## src/rtl/smm_pkg.sv

```systemverilog
package smm_pkg;
  typedef struct packed {
    logic ser_pos;
    logic ser_neg;
    logic shn_pos;
    logic shn_neg;
  } gate_t;

  localparam gate_t GATES_OFF = '{ser_pos: 1'b0, ser_neg: 1'b0, shn_pos: 1'b0, shn_neg: 1'b0};
endpackage

```

## src/rtl/smm_carrier.sv

```systemverilog
module smm_carrier #(
  parameter int CW       = 8,
  parameter int STEP_DIV = 1
) (
  input  logic          clk,
  input  logic          rst,
  input  logic          sync_in,
  output logic [CW-1:0] carrier
);
  localparam logic [CW-1:0] TOP = '1;
  localparam int SW = (STEP_DIV > 1) ? $clog2(STEP_DIV) : 1;

  logic sync_d;
  logic fall;
  logic adv;

  assign fall = sync_d & ~sync_in;

  generate
    if (STEP_DIV == 1) begin : g_nodiv
      assign adv = 1'b1;
    end else begin : g_div
      logic [SW-1:0] step_q;
      always_ff @(posedge clk) begin
        if (rst || fall) step_q <= '0;
        else if (step_q == SW'(STEP_DIV - 1)) step_q <= '0;
        else step_q <= step_q + 1'b1;
      end
      assign adv = (step_q == SW'(STEP_DIV - 1));
    end
  endgenerate

  always_ff @(posedge clk) begin
    if (rst) begin
      sync_d  <= 1'b0;
      carrier <= '0;
    end else begin
      sync_d <= sync_in;
      if (fall) carrier <= '0;
      else if (adv && carrier != TOP) carrier <= carrier + 1'b1;
    end
  end

  // without a restart the ramp never moves down
  p_ramp_mono_r2: assert property (@(posedge clk) disable iff (rst)
    !fall |=> carrier >= $past(carrier));
endmodule

```

## src/rtl/smm_halfcycle.sv

```systemverilog
module smm_halfcycle #(
  parameter int DEAD_W = 4
) (
  input  logic              clk,
  input  logic              rst,
  input  logic              zc_pol,
  input  logic [DEAD_W-1:0] dead_cfg,
  output logic              pol_q,
  output logic              blank
);
  logic [DEAD_W-1:0] blank_cnt;
  logic [DEAD_W-1:0] dead_eff;
  logic              flip;

  assign dead_eff = (dead_cfg == '0) ? DEAD_W'(1) : dead_cfg;
  assign flip     = (zc_pol != pol_q);
  assign blank    = (blank_cnt != '0);

  always_ff @(posedge clk) begin
    if (rst) begin
      pol_q     <= 1'b0;
      blank_cnt <= '0;
    end else if (flip) begin
      pol_q     <= zc_pol;
      blank_cnt <= dead_eff;
    end else if (blank) begin
      blank_cnt <= blank_cnt - 1'b1;
    end
  end

  // every polarity change opens a blanking interval
  p_blank_start_r7: assert property (@(posedge clk) disable iff (rst)
    flip |=> blank);
endmodule

```

## src/rtl/smm_gate_mux.sv

```systemverilog
module smm_gate_mux
  import smm_pkg::*;
#(
  parameter int CW = 8
) (
  input  logic          clk,
  input  logic          rst,
  input  logic [CW-1:0] carrier,
  input  logic [CW-1:0] duty,
  input  logic          pol_q,
  input  logic          blank,
  output gate_t         gates
);
  logic pulse;

  assign pulse = (duty == '1) | (duty > carrier);

  always_ff @(posedge clk) begin
    if (rst || blank) begin
      gates <= GATES_OFF;
    end else if (pol_q) begin
      gates.ser_pos <= pulse;
      gates.ser_neg <= 1'b1;
      gates.shn_pos <= 1'b1;
      gates.shn_neg <= 1'b0;
    end else begin
      gates.ser_pos <= 1'b1;
      gates.ser_neg <= pulse;
      gates.shn_pos <= 1'b0;
      gates.shn_neg <= 1'b1;
    end
  end

  // shunt pair never conducts together
  p_shunt_excl_r6: assert property (@(posedge clk) disable iff (rst)
    !(gates.shn_pos && gates.shn_neg));
  // a blanking cycle yields all gates off
  p_blank_off_r7: assert property (@(posedge clk) disable iff (rst)
    blank |=> (gates == GATES_OFF));
  // zero duty never lets both series switches be on
  p_zero_duty_r3: assert property (@(posedge clk) disable iff (rst)
    (duty == '0 && !blank) |=> !(gates.ser_pos && gates.ser_neg));
  // full duty keeps both series switches on
  p_full_duty_r4: assert property (@(posedge clk) disable iff (rst)
    (duty == '1 && !blank) |=> (gates.ser_pos && gates.ser_neg));
  // positive half holds the negative series switch on
  p_partner_on_r5: assert property (@(posedge clk) disable iff (rst)
    (!blank && pol_q) |=> (gates.ser_neg && gates.shn_pos));
endmodule

```

## src/rtl/smm_gate_gen.sv

```systemverilog
module smm_gate_gen
  import smm_pkg::*;
#(
  parameter int DUTY_W   = 8,
  parameter int DEAD_W   = 4,
  parameter int STEP_DIV = 1
) (
  input  logic              clk,
  input  logic              rst,
  input  logic              zc_pol,
  input  logic              sync_in,
  input  logic [DUTY_W-1:0] duty,
  input  logic [DEAD_W-1:0] dead_cfg,
  output logic              gate_ser_pos,
  output logic              gate_ser_neg,
  output logic              gate_shn_pos,
  output logic              gate_shn_neg
);
  logic [DUTY_W-1:0] carrier;
  logic              pol_q;
  logic              blank;
  gate_t             gates;

  smm_carrier #(.CW(DUTY_W), .STEP_DIV(STEP_DIV)) u_carrier (
    .clk(clk), .rst(rst), .sync_in(sync_in), .carrier(carrier)
  );

  smm_halfcycle #(.DEAD_W(DEAD_W)) u_half (
    .clk(clk), .rst(rst), .zc_pol(zc_pol), .dead_cfg(dead_cfg),
    .pol_q(pol_q), .blank(blank)
  );

  smm_gate_mux #(.CW(DUTY_W)) u_mux (
    .clk(clk), .rst(rst), .carrier(carrier), .duty(duty),
    .pol_q(pol_q), .blank(blank), .gates(gates)
  );

  assign gate_ser_pos = gates.ser_pos;
  assign gate_ser_neg = gates.ser_neg;
  assign gate_shn_pos = gates.shn_pos;
  assign gate_shn_neg = gates.shn_neg;

  // reset leaves every gate off on the following edge
  p_reset_off_r1: assert property (@(posedge clk) disable iff (!rst)
    1'b1 |=> !(gate_ser_pos || gate_ser_neg || gate_shn_pos || gate_shn_neg));
endmodule

```

## config.mk

```make
export PLATFORM = sky130hd
export DESIGN_NAME = smm_gate_gen
export DESIGN_NICKNAME = d
export VERILOG_FILES = /design/src/rtl/smm_pkg.sv /design/src/rtl/smm_carrier.sv /design/src/rtl/smm_halfcycle.sv /design/src/rtl/smm_gate_mux.sv /design/src/rtl/smm_gate_gen.sv
export SDC_FILE = /design/constraint.sdc
export NUM_CORES = 1
export LEC_CHECK = 0
export ABC_CLOCK_PERIOD_IN_PS = 2360
export BUFFER_PORTS_ARGS = -buffer_cell sky130_fd_sc_hd__buf_2
export CAP_MARGIN = 5
export CELL_PAD_IN_SITES_DETAIL_PLACEMENT = 0
export CELL_PAD_IN_SITES_GLOBAL_PLACEMENT = 1
export CORE_UTILIZATION = 42
export CTS_CLUSTER_SIZE = 8
export DETAILED_ROUTE_END_ITERATION = 8
export PLACE_DENSITY = 0.86
export RECOVER_POWER = 50
export SYNTH_ARGS = -nofsm -noshare
export SYNTH_HDL_FRONTEND = slang
export SYNTH_SLANG_ARGS = --single-unit
```

## constraint.sdc

```tcl
create_clock -name clk -period 2.36 [get_ports clk]
set_input_delay 0.472 -clock clk [delete_from_list [all_inputs] [get_ports clk]]
set_output_delay 0.472 -clock clk [all_outputs]
set_load 0.05 [all_outputs]
```

==> results of run 1 <==
-- metrics by stage --
stage / utilization / power (mW) / cell area, um2
3_3_place_gp: 0.503 / 0.509 / 1120
3_5_place_dp: 0.503 / 0.512 / 1120
4_1_cts: 0.519 / 0.710 / 1160
5_1_grt: 0.516 / 0.744 / 1150
2_1_floorplan: - / 0.472 / 997
6_report: 0.516 / 0.696 / 1150
-- layout make-up --
cell class	count	share of cell area
Inverter	13	0.0423
Clock buffer	4	0.0315
Sequential cell	18	0.313
Multi-Input combinational cell	84	0.506
Timing Repair Buffer	19	0.0771
Tap cell	28	0.0304
-- metal layers --
| metal | up-vias | global-route usage | share of wire |
|---|---|---|---|
| met2 | 12 | 0.278 | 0.45 |
| met1 | 375 | 0.222 | 0.51 |
| met5 | - | 0 | 0 |
| li1 | 460 | - | - |
| met3 | 2 | 0.0576 | 0.031 |
| met4 | 0 | 0.0648 | 0.0064 |
-- cells in the mapped netlist (all sizes together) (3+ instances only) --
cell type,instances
a211oi,4
nand4,6
inv,13
a31oi,3
nand2b,3
nor3,7
dfxtp,18
xnor2,5
nor2,12
a21oi,8
ha,11
nand2,3
-- critical path, cell delays in order (launching register included) --
cell	delay (ns)
dfxtp_1	0.46
inv_1	0.10
ha_1	0.32
nand2_1	0.05
o21ai_0	0.28
mux2i_1	0.16
a311oi_1	0.28
-- registers in the layout, summed over array words and instances (netlist names) --
| register | cells |
|---|---|
| u_carrier.carrier | 8 |
| u_mux.gates | 4 |
| u_half.pol_q | 1 |
| u_carrier.sync_d | 1 |
| u_half.blank_cnt | 4 |
-- cells by family (layout without fill, tap and decap cells) --
family          Yosys count  in the layout  share of synthesized area
compound gates           21             21                      0.132
xor+xnor                  6              6                     0.0527
fa+ha+maj                11             11                      0.138
buf+inv                  14             36                     0.0540
flops                    18             18                      0.361
mux                       2              2                     0.0201
simple gates             44             44                      0.242
-- worst max-delay path by stage --
stage | slack [ns] | end | cells past startpoint | startpoint
after floorplan | 0.84 | u_mux.gates[2]$_SDFF_PP0_ | 5 | duty[7]
after global placement | 0.66 | u_mux.gates[3]$_SDFF_PP0_ | 6 | duty[7]
after detailed placement | 0.60 | u_mux.gates[3]$_SDFF_PP0_ | 6 | duty[7]
after CTS | 0.62 | u_mux.gates[3]$_SDFF_PP0_ | 6 | u_carrier.carrier[7]$_SDFFE_PP0P_
after global routing | 0.44 | u_mux.gates[2]$_SDFF_PP0_ | 6 | u_carrier.carrier[7]$_SDFFE_PP0P_
final | 0.62 | u_mux.gates[3]$_SDFF_PP0_ | 6 | u_carrier.carrier[7]$_SDFFE_PP0P_
-- power by group --
group          switching [mW]  internal, mW  total [mW]
sequential             0.0161         0.327       0.343
clock                   0.100        0.0941       0.194
combinational          0.0932        0.0657       0.159
==> flow_summary_export.csv, run 1 <==
group,metric,value,unit
outcome,status,"finished clean",
timing,fin_crit_sh,0.737,
timing,final-setup-viol-count,0,
timing,worst_pin_slew,0.588,ns
logic_synthesis,synth_ff_type,"dfxtp_1",
logic_synthesis,synthDistinctLibCells,31,
global_route,grt_antenna_before_repair,0,
worst_setup_path,crit_path_start_kind,"flop",
place,place.gp.congestion,0.771,
finish,nets,166,
floorplan,die_y,50.7,um
logic_synthesis,yosysSeqAreaShare,0.361,
global_route,grt_overflow,0,
timing,max_freq,0.575,GHz
logic_synthesis,synth_cells,116,
finish,regArea,360,um2
logic_synthesis,avgSynthCellArea,8.60,um2
logic_synthesis,synth_top_area_cell,"dfxtp_1",
floorplan,die_x,50.7,um
cts,cts.clk_slew.worst_paths,0.11,ns
place,preCtsSetupSlack,0.602,ns
worst_setup_path,r2r_cells,6,
floorplan,core-area,2230,um2
cts,clockBufferDepth,2,
logic_synthesis,async_flop_share,0,
cts,cts_tree,"done",
logic_synthesis,synth.top_cell.area_share,0.361,
finish,final_common_cell,"dfxtp_1",
logic_synthesis,netlist_area,997,um2
worst_setup_path,worst-setup-path-type,"reg2reg",
floorplan,dieArea,2570,um2
finish,drive_above_1_share,0.152,
timing,setup_tns,0,ns
timing,fin_ws,0.621,ns
timing,relSlewSlack,0.610,
cts,cts_max_level,1,
hold_path,hold_path_depth,3,
timing,layout_min_cycle_time,1.74,ns
global_route,grt_pass1_vias,808,
power_and_ir_drop,p_leak,0.466,nW
cts,clk_latency,0.30,ns
drt,routedWlPerCell,11.3,um
worst_setup_path,reg2reg_slack,0.62,ns
cts,cts_resized,0,
drt,route.final.wire_length,1880,um
global_route,track_usage,0.176,
drt,viasPerCell,5.11,
global_route,grt_start_max_net_pins,11,
timing,drv_slew,0,
timing,finClkSkew,0.00421,ns
power_and_ir_drop,p_per_area,604,nW/um2
floorplan,rows,17,
cts,cts_buffers,3,
cts,cts_root_buf,"clkbuf_4",
hold_path,hold-path-endpoint,"u_carrier.sync_d$_SDFF_PP0_",
hold_path,hp-start,"sync_in",
place,port_buffers,19,
place,hpwl,1500,um
logic_synthesis,synthesis.nets,143,
drt,drc,0,
finish,syn_to_final_growth,15.6,%
global_route,grt_pass1_wl,3390,um
worst_setup_path,cp.arrival,1.95,ns
logic_synthesis,synthTopCellsByArea,"dfxtp_1, ha_1, inv_1, nor2_1, xnor2_1",
hold_path,hold_class,"in2reg",
drt,dr.first_iter.drc_count,7,
place,placed_cells,162,
worst_setup_path,r2r_end,"u_mux.gates[3]$_SDFF_PP0_",
cts,cts_setup_buffers,0,
cts,ctsHoldBuffers,0,
power_and_ir_drop,vdd_ir_drop_max,0.347,mV
worst_setup_path,path_max_fanout,7,
worst_setup_path,worst_ep_required_time,2.57,ns
floorplan,start_util,0.446,
worst_setup_path,r2r-start,"u_carrier.carrier[7]$_SDFFE_PP0P_",
timing,hold_viol_final,0,
worst_setup_path,cp-end-kind,"flop",
drt,vias,849,
floorplan,io_pins,20,
drt,drt_pass1_iterations,4,
logic_synthesis,synth_edf_count,0,
timing,whs,0.400,ns
finish,multiInputGateArea,583,um2
finish,antenna_cells,0,
timing,rsz0062_at_grt,"no",
drt,ant_nets,0,
finish,layout.cells.non_filler,166,
logic_synthesis,yosys_register_bits,18,
finish,final_cell_mix,"dfxtp_1, buf_2, inv_1",
logic_synthesis,yosys_warnings,0,
finish,fill_cells,230,
cts,cts_sinks,18,
job,max-cap-violations,0,
Power figures use the tool's default switching activity.
==> run 2, diff against run 1 <==
--- a/config.mk
+++ b/config.mk
@@ -5,15 +5,15 @@
 export SDC_FILE = /design/constraint.sdc
 export NUM_CORES = 1
 export LEC_CHECK = 0
-export ABC_CLOCK_PERIOD_IN_PS = 2360
+export ABC_CLOCK_PERIOD_IN_PS = 1750
 export BUFFER_PORTS_ARGS = -buffer_cell sky130_fd_sc_hd__buf_2
 export CAP_MARGIN = 5
 export CELL_PAD_IN_SITES_DETAIL_PLACEMENT = 0
 export CELL_PAD_IN_SITES_GLOBAL_PLACEMENT = 1
-export CORE_UTILIZATION = 42
+export CORE_UTILIZATION = 39
 export CTS_CLUSTER_SIZE = 8
 export DETAILED_ROUTE_END_ITERATION = 8
-export PLACE_DENSITY = 0.86
+export PLACE_DENSITY = 0.81
 export RECOVER_POWER = 50
 export SYNTH_ARGS = -nofsm -noshare
 export SYNTH_HDL_FRONTEND = slang
==> constraint.sdc (replaced) <==
create_clock -name clk -period 1.75 [get_ports clk]
set_input_delay 0.35 -clock clk [delete_from_list [all_inputs] [get_ports clk]]
set_output_delay 0.35 -clock clk [all_outputs]
set_load 0.05 [all_outputs]
==> run 2 against run 1 <==
Against the previous run: critical path depth is 1 lower; highest routed layer unchanged; sequential power increased by 34%; combinational power up 46%; setup slack got worse by 0.43 ns; cell area is 1.1% higher.
==> flow_summary_export.csv, run 2 (synthesized netlist as in run 1, its figures left out) <==
group,metric,value,unit
timing,finClkSkew,0.0121,ns
global_route,grt_pass1_vias,779,
place,port_buffers,19,
floorplan,die_x,52.6,um
floorplan,core-area,2320,um2
cts,ctsHoldBuffers,0,
timing,max_freq,0.640,GHz
worst_setup_path,crit_chain,"inv_1 > ha_1 > or3b_4 > or2_4 > a311oi_1",
timing,final-setup-viol-count,0,
power_and_ir_drop,p_leak,0.475,nW
power_and_ir_drop,vdd_ir_drop_max,0.402,mV
global_route,grt_start_max_net_pins,10,
cts,clk_latency,0.29,ns
drt,routedWlPerCell,11.2,um
power_and_ir_drop,combPwrFrac,0.261,
finish,fill_cells,243,
finish,final_cell_mix,"dfxtp_1, buf_2, inv_1",
cts,cts.clk_slew.worst_paths,0.10,ns
drt,vias,888,
worst_setup_path,r2r_end,"u_mux.gates[3]$_SDFF_PP0_",
worst_setup_path,worst-setup-path-type,"reg2reg",
worst_setup_path,r2r-start,"u_half.blank_cnt[0]$_SDFFE_PP0P_",
drt,viasPerCell,5.29,
hold_path,hold_class,"in2reg",
floorplan,dieArea,2760,um2
worst_setup_path,cp-end-kind,"flop",
job,max-cap-violations,0,
drt,route.final.wire_length,1890,um
finish,top_regs,"u_carrier.carrier (8), u_half.blank_cnt (4), u_mux.gates (4)",
power_and_ir_drop,switching_power,270,uW
outcome,status,"finished clean",
cts,cts_setup_buffers,0,
worst_setup_path,r2r_cells,5,
floorplan,io_pins,20,
cts,cts_resized,0,
power_and_ir_drop,p_int,621,uW
global_route,grt_antenna_before_repair,0,
worst_setup_path,worst_ep_required_time,1.95,ns
floorplan,start_util,0.430,
cts,cts_tree,"done",
cts,clockBufferDepth,2,
cts,cts_sinks,18,
cts,cts_root_buf,"clkbuf_4",
drt,drt_pass1_iterations,6,
hold_path,hp-start,"zc_pol",
timing,fin_crit_sh,0.892,
finish,largest_reg_flops,8,
timing,drv_slew,0,
drt,drc,0,
timing,rsz0062_at_grt,"no",
power_and_ir_drop,pwr-share-seq,0.517,
finish,drive_above_1_share,0.179,
timing,setup_tns,0,ns
finish,syn_to_final_growth,16.8,%
finish,top_register,"u_carrier.carrier",
power_and_ir_drop,p_per_area,765,nW/um2
floorplan,die_y,52.6,um
worst_setup_path,slowest_stage,"or3b_4",
worst_setup_path,cp.arrival,1.76,ns
timing,relSlewSlack,0.608,
place,place.gp.congestion,0.841,
cts,cts_max_level,1,
drt,ant_nets,0,
hold_path,hold_path_depth,2,
global_route,track_usage,0.162,
worst_setup_path,path_max_fanout,5,
finish,fin_util,0.502,
worst_setup_path,crit_path_start_kind,"flop",
floorplan,rows,17,
place,hpwl,1510,um
finish,nets,169,
global_route,grt_pass1_wl,3260,um
finish,final_common_cell,"dfxtp_1",
drt,dr.first_iter.drc_count,10,
global_route,grt_overflow,0,
hold_path,hold-path-endpoint,"u_half.pol_q$_SDFFE_PP0N_",
power_and_ir_drop,p_clk_frac,0.222,
timing,hold_viol_final,0,
timing,worst_pin_slew,0.590,ns
cts,cts_buffers,3,
worst_setup_path,slowest_delay,0.41,ns
power_and_ir_drop,swShare,0.303,
finish,antenna_cells,0,
timing,layout_min_cycle_time,1.56,ns
worst_setup_path,reg2reg_slack,0.19,ns
run 2: cell types whose count changed in the layout (fill, tap and decap cells not counted), sizes merged:
cell / change
buf: +3
clkbuf: -1
run 2: metal layers:
metal / routed length (um) / up-vias / GRT usage
met5: 0 / - / 0
met3: 83 / 2 / 0.0348
li1: - / 466 / -
met1: 1000 / 399 / 0.225
met4: 14 / 0 / 0.0658
met2: 784 / 21 / 0.238
run 2: how the worst max path moves through the flow:
stage	start	to	slack [ns]
2_1_floorplan	u_carrier.carrier[7]$_SDFFE_PP0P_	u_mux.gates[2]$_SDFF_PP0_	0.25
3_3_place_gp	u_carrier.carrier[7]$_SDFFE_PP0P_	u_mux.gates[2]$_SDFF_PP0_	0.14
3_5_place_dp	u_carrier.carrier[7]$_SDFFE_PP0P_	u_mux.gates[3]$_SDFF_PP0_	0.02
4_1_cts	u_carrier.carrier[7]$_SDFFE_PP0P_	u_mux.gates[3]$_SDFF_PP0_	0.02
5_1_grt	u_carrier.carrier[7]$_SDFFE_PP0P_	u_mux.gates[3]$_SDFF_PP0_	0.04
6_report	u_half.blank_cnt[0]$_SDFFE_PP0P_	u_mux.gates[3]$_SDFF_PP0_	0.19
run 2: per-stage QoR:
stage	setup slack, ns	instance area, um2	hold slack [ns]	instances	total power [mW]
floorplan	0.245	997	0.417	116	0.636
global placement	0.145	1140	0.482	165	0.693
detailed placement	0.0219	1140	0.491	165	0.698
CTS	0.0213	1170	0.282	168	0.906
global route	0.0431	1160	0.289	168	0.974
finish	0.188	1160	0.294	168	0.891
run 2: power by group through the flow:
| stage | clock, mW | combinational, mW | sequential (mW) |
|---|---|---|---|
| after floorplan | 0 | 0.134 | 0.502 |
| after global placement | 0 | 0.225 | 0.468 |
| after detailed placement | 0 | 0.229 | 0.470 |
| after CTS | 0.215 | 0.231 | 0.460 |
| after global routing | 0.242 | 0.266 | 0.466 |
| final | 0.198 | 0.232 | 0.461 |
run 2: worst max-delay path, delay by kind of cell (launching register included):
| kind | cells | cell delay [ns] |
|---|---|---|
| adders and majority gates | 1 | 0.16 |
| and+or+nand+nor | 2 | 0.67 |
| AOI/OAI and AO/OA | 1 | 0.22 |
| DFF | 1 | 0.34 |
| buffers and inverters | 1 | 0.08 |
run 2: layout make-up:
| class | instances | area [um2] | area share |
|---|---|---|---|
| clock buffers | 3 | 22.5 | 0.0193 |
| inverters | 13 | 48.8 | 0.0419 |
| multi-input cells | 84 | 586 | 0.503 |
| flip-flops and latches | 18 | 362 | 0.310 |
| well taps | 28 | 35.0 | 0.0301 |
| repair buffers | 22 | 111 | 0.0956 |
==> run 3, diff against run 2 <==
--- a/config.mk
+++ b/config.mk
@@ -5,15 +5,16 @@
 export SDC_FILE = /design/constraint.sdc
 export NUM_CORES = 1
 export LEC_CHECK = 0
+export ABC_AREA = 1
 export ABC_CLOCK_PERIOD_IN_PS = 1750
 export BUFFER_PORTS_ARGS = -buffer_cell sky130_fd_sc_hd__buf_2
 export CAP_MARGIN = 5
 export CELL_PAD_IN_SITES_DETAIL_PLACEMENT = 0
 export CELL_PAD_IN_SITES_GLOBAL_PLACEMENT = 1
-export CORE_UTILIZATION = 39
+export CORE_UTILIZATION = 38
 export CTS_CLUSTER_SIZE = 8
 export DETAILED_ROUTE_END_ITERATION = 8
-export PLACE_DENSITY = 0.81
+export PLACE_DENSITY = 0.82
 export RECOVER_POWER = 50
 export SYNTH_ARGS = -nofsm -noshare
 export SYNTH_HDL_FRONTEND = slang
==> run 3 against run 2 <==
Against the previous run: register-to-register slack improved by 0.05 ns; count of clock-buffer cells in the layout increased by 1; largest cell class unchanged; routed wire length increased by 0.90%; sequential power increased by 2%; cell area increased by 4.6%; die area increased by 8.6%; synthesized cell count increased by 26%; setup slack improved by 0.051 ns; critical path depth increased by 4; critical path type unchanged; sequential share of layout area decreased by 1.5 points; hold slack got worse by 0.020 ns.
==> flow_summary_export.csv, run 3 <==
group,metric,value,unit
logic_synthesis,yosys_warnings,0,
worst_setup_path,r2r-start,"u_carrier.carrier[0]$_SDFFE_PP0P_",
cts,cts_buffers,3,
timing,worst_pin_slew,0.594,ns
logic_synthesis,synth_cells,146,
global_route,grt_start_max_net_pins,11,
floorplan,io_pins,20,
hold_path,hold_class,"in2reg",
finish,top_regs,"u_carrier.carrier (8), u_half.blank_cnt (4), u_mux.gates (4)",
power_and_ir_drop,total_power,978,uW
finish,final_common_cell,"nand2_1",
hold_path,hp-start,"sync_in",
timing,setup_tns,0,ns
timing,max_freq,0.662,GHz
cts,cts_root_buf,"clkbuf_4",
logic_synthesis,yosysSeqAreaShare,0.340,
cts,clk_latency,0.29,ns
floorplan,dieArea,3000,um2
place,place_area,1190,um2
worst_setup_path,cp.arrival,1.76,ns
finish,drive_above_1_share,0.219,
finish,top_register,"u_carrier.carrier",
timing,fin_crit_sh,0.863,
worst_setup_path,worst_ep_required_time,2.00,ns
finish,nets,197,
timing,layout_min_cycle_time,1.51,ns
logic_synthesis,synthDistinctLibCells,26,
drt,routedWlPerCell,9.57,um
drt,viasPerCell,4.82,
power_and_ir_drop,vdd_ir_drop_max,0.549,mV
finish,final_cell_mix,"nand2_1, inv_1, dfxtp_1",
drt,drc,0,
floorplan,start_util,0.416,
worst_setup_path,crit_path_start_kind,"flop",
logic_synthesis,yosys_register_bits,18,
timing,hold_viol_final,0,
logic_synthesis,synth_edf_count,0,
cts,cts_setup_buffers,0,
cts,cts_resized,0,
global_route,track_usage,0.152,
logic_synthesis,synth_ff_type,"dfxtp_1",
timing,whs,0.273,ns
drt,drt_pass1_iterations,4,
timing,finClkSkew,0.00437,ns
worst_setup_path,path_max_fanout,6,
worst_setup_path,cp-end-kind,"flop",
outcome,status,"finished clean",
timing,drv_slew,0,
floorplan,rows,18,
global_route,grt_overflow,0,
power_and_ir_drop,p_leak,0.617,nW
global_route,grt_antenna_before_repair,0,
finish,largest_reg_flops,8,
floorplan,die_y,54.8,um
logic_synthesis,netlist_area,1060,um2
cts,ctsHoldBuffers,0,
finish,antenna_cells,0,
logic_synthesis,async_flop_share,0,
global_route,grt_pass1_vias,803,
logic_synthesis,synthesis.nets,173,
place,place.gp.congestion,0.762,
logic_synthesis,synth_top_area_cell,"dfxtp_1",
logic_synthesis,synth.top_cell.area_share,0.340,
timing,rsz0062_at_grt,"no",
floorplan,die_x,54.8,um
timing,relSlewSlack,0.606,
floorplan,core-area,2540,um2
logic_synthesis,synthTopCellsByArea,"dfxtp_1, ha_1, nand2_1, inv_1, inv_2",
power_and_ir_drop,p_per_area,802,nW/um2
place,port_buffers,19,
place,hpwl,1590,um
logic_synthesis,avgSynthCellArea,7.25,um2
worst_setup_path,critPathLaunch,"u_carrier.carrier[0]$_SDFFE_PP0P_",
cts,clockBufferDepth,2,
cts,cts.clk_slew.worst_paths,0.10,ns
cts,cts_tree,"done",
timing,final-setup-viol-count,0,
logic_synthesis,synth_common_cells,"nand2_1, dfxtp_1, inv_1",
finish,fin_area,1220,um2
drt,route.final.wire_length,1910,um
drt,dr.first_iter.drc_count,11,
cts,cts_sinks,18,
job,max-cap-violations,0,
logic_synthesis,synth.most_common_cell,"nand2_1",
cts,cts_max_level,1,
global_route,grt_pass1_wl,3280,um
worst_setup_path,worst-setup-path-type,"reg2reg",
drt,vias,960,
finish,syn_to_final_growth,15.1,%
drt,ant_nets,0,
==> run 3: metal layers <==
layer / track usage / wire [um] / part of all wire / up-vias
met5: 0 / 0 / 0 / -
met4: 0.0256 / 6 / 0.0031 / 0
met3: 0.0417 / 80 / 0.042 / 2
met2: 0.235 / 866 / 0.45 / 21
met1: 0.209 / 951 / 0.50 / 424
li1: - / - / - / 513
==> run 3: through the flow <==
step / instances / utilization / setup slack (ns)
6_report: 199 / 0.479 / 0.239
2_1_floorplan: 146 / - / 0.468
5_1_grt: 199 / 0.479 / 0.114
3_3_place_gp: 195 / 0.468 / 0.322
3_5_place_dp: 195 / 0.468 / 0.314
4_1_cts: 199 / 0.482 / 0.277
==> run 3: power by group <==
group          internal [mW]  switching (mW)
clock network          0.127           0.125
registers              0.448          0.0221
logic                 0.0874           0.169
==> run 3: layout make-up <==
cell class,count,area [um2]
Inverter,32,120
Tap cell,30,37.5
Multi-Input combinational cell,96,576
Timing Repair Buffer,19,88.8
Clock buffer,4,36.3
Sequential cell,18,360
Fill cell,282,1330
==> run 3: kinds of logic after synthesis <==
group,share of synthesized area
buf+inv,0.113
fa+ha+maj,0.130
xor+xnor,0.0248
flops,0.340
simple gates,0.280
compound gates,0.111
==> run 3: critical path, stage by stage, from the launching register on <==
cell      delay, ns
dfxtp_1        0.45
ha_1           0.21
nand2_1        0.09
inv_2          0.11
nand2_4        0.08
nor3_4         0.21
inv_2          0.11
nand2_2        0.07
o211ai_1       0.07
inv_1          0.06
==> run 3: worst paths after layout <==
path                            slack (ns)                                 to  cells past startpoint
worst min-delay path                  0.27        u_carrier.sync_d$_SDFF_PP0_                      3
worst min register to register        0.49          u_mux.gates[1]$_SDFF_PP0_                      2
worst max register to register        0.24  u_carrier.carrier[2]$_SDFFE_PP0P_                      9
worst max-delay path                  0.24  u_carrier.carrier[2]$_SDFFE_PP0P_                      9
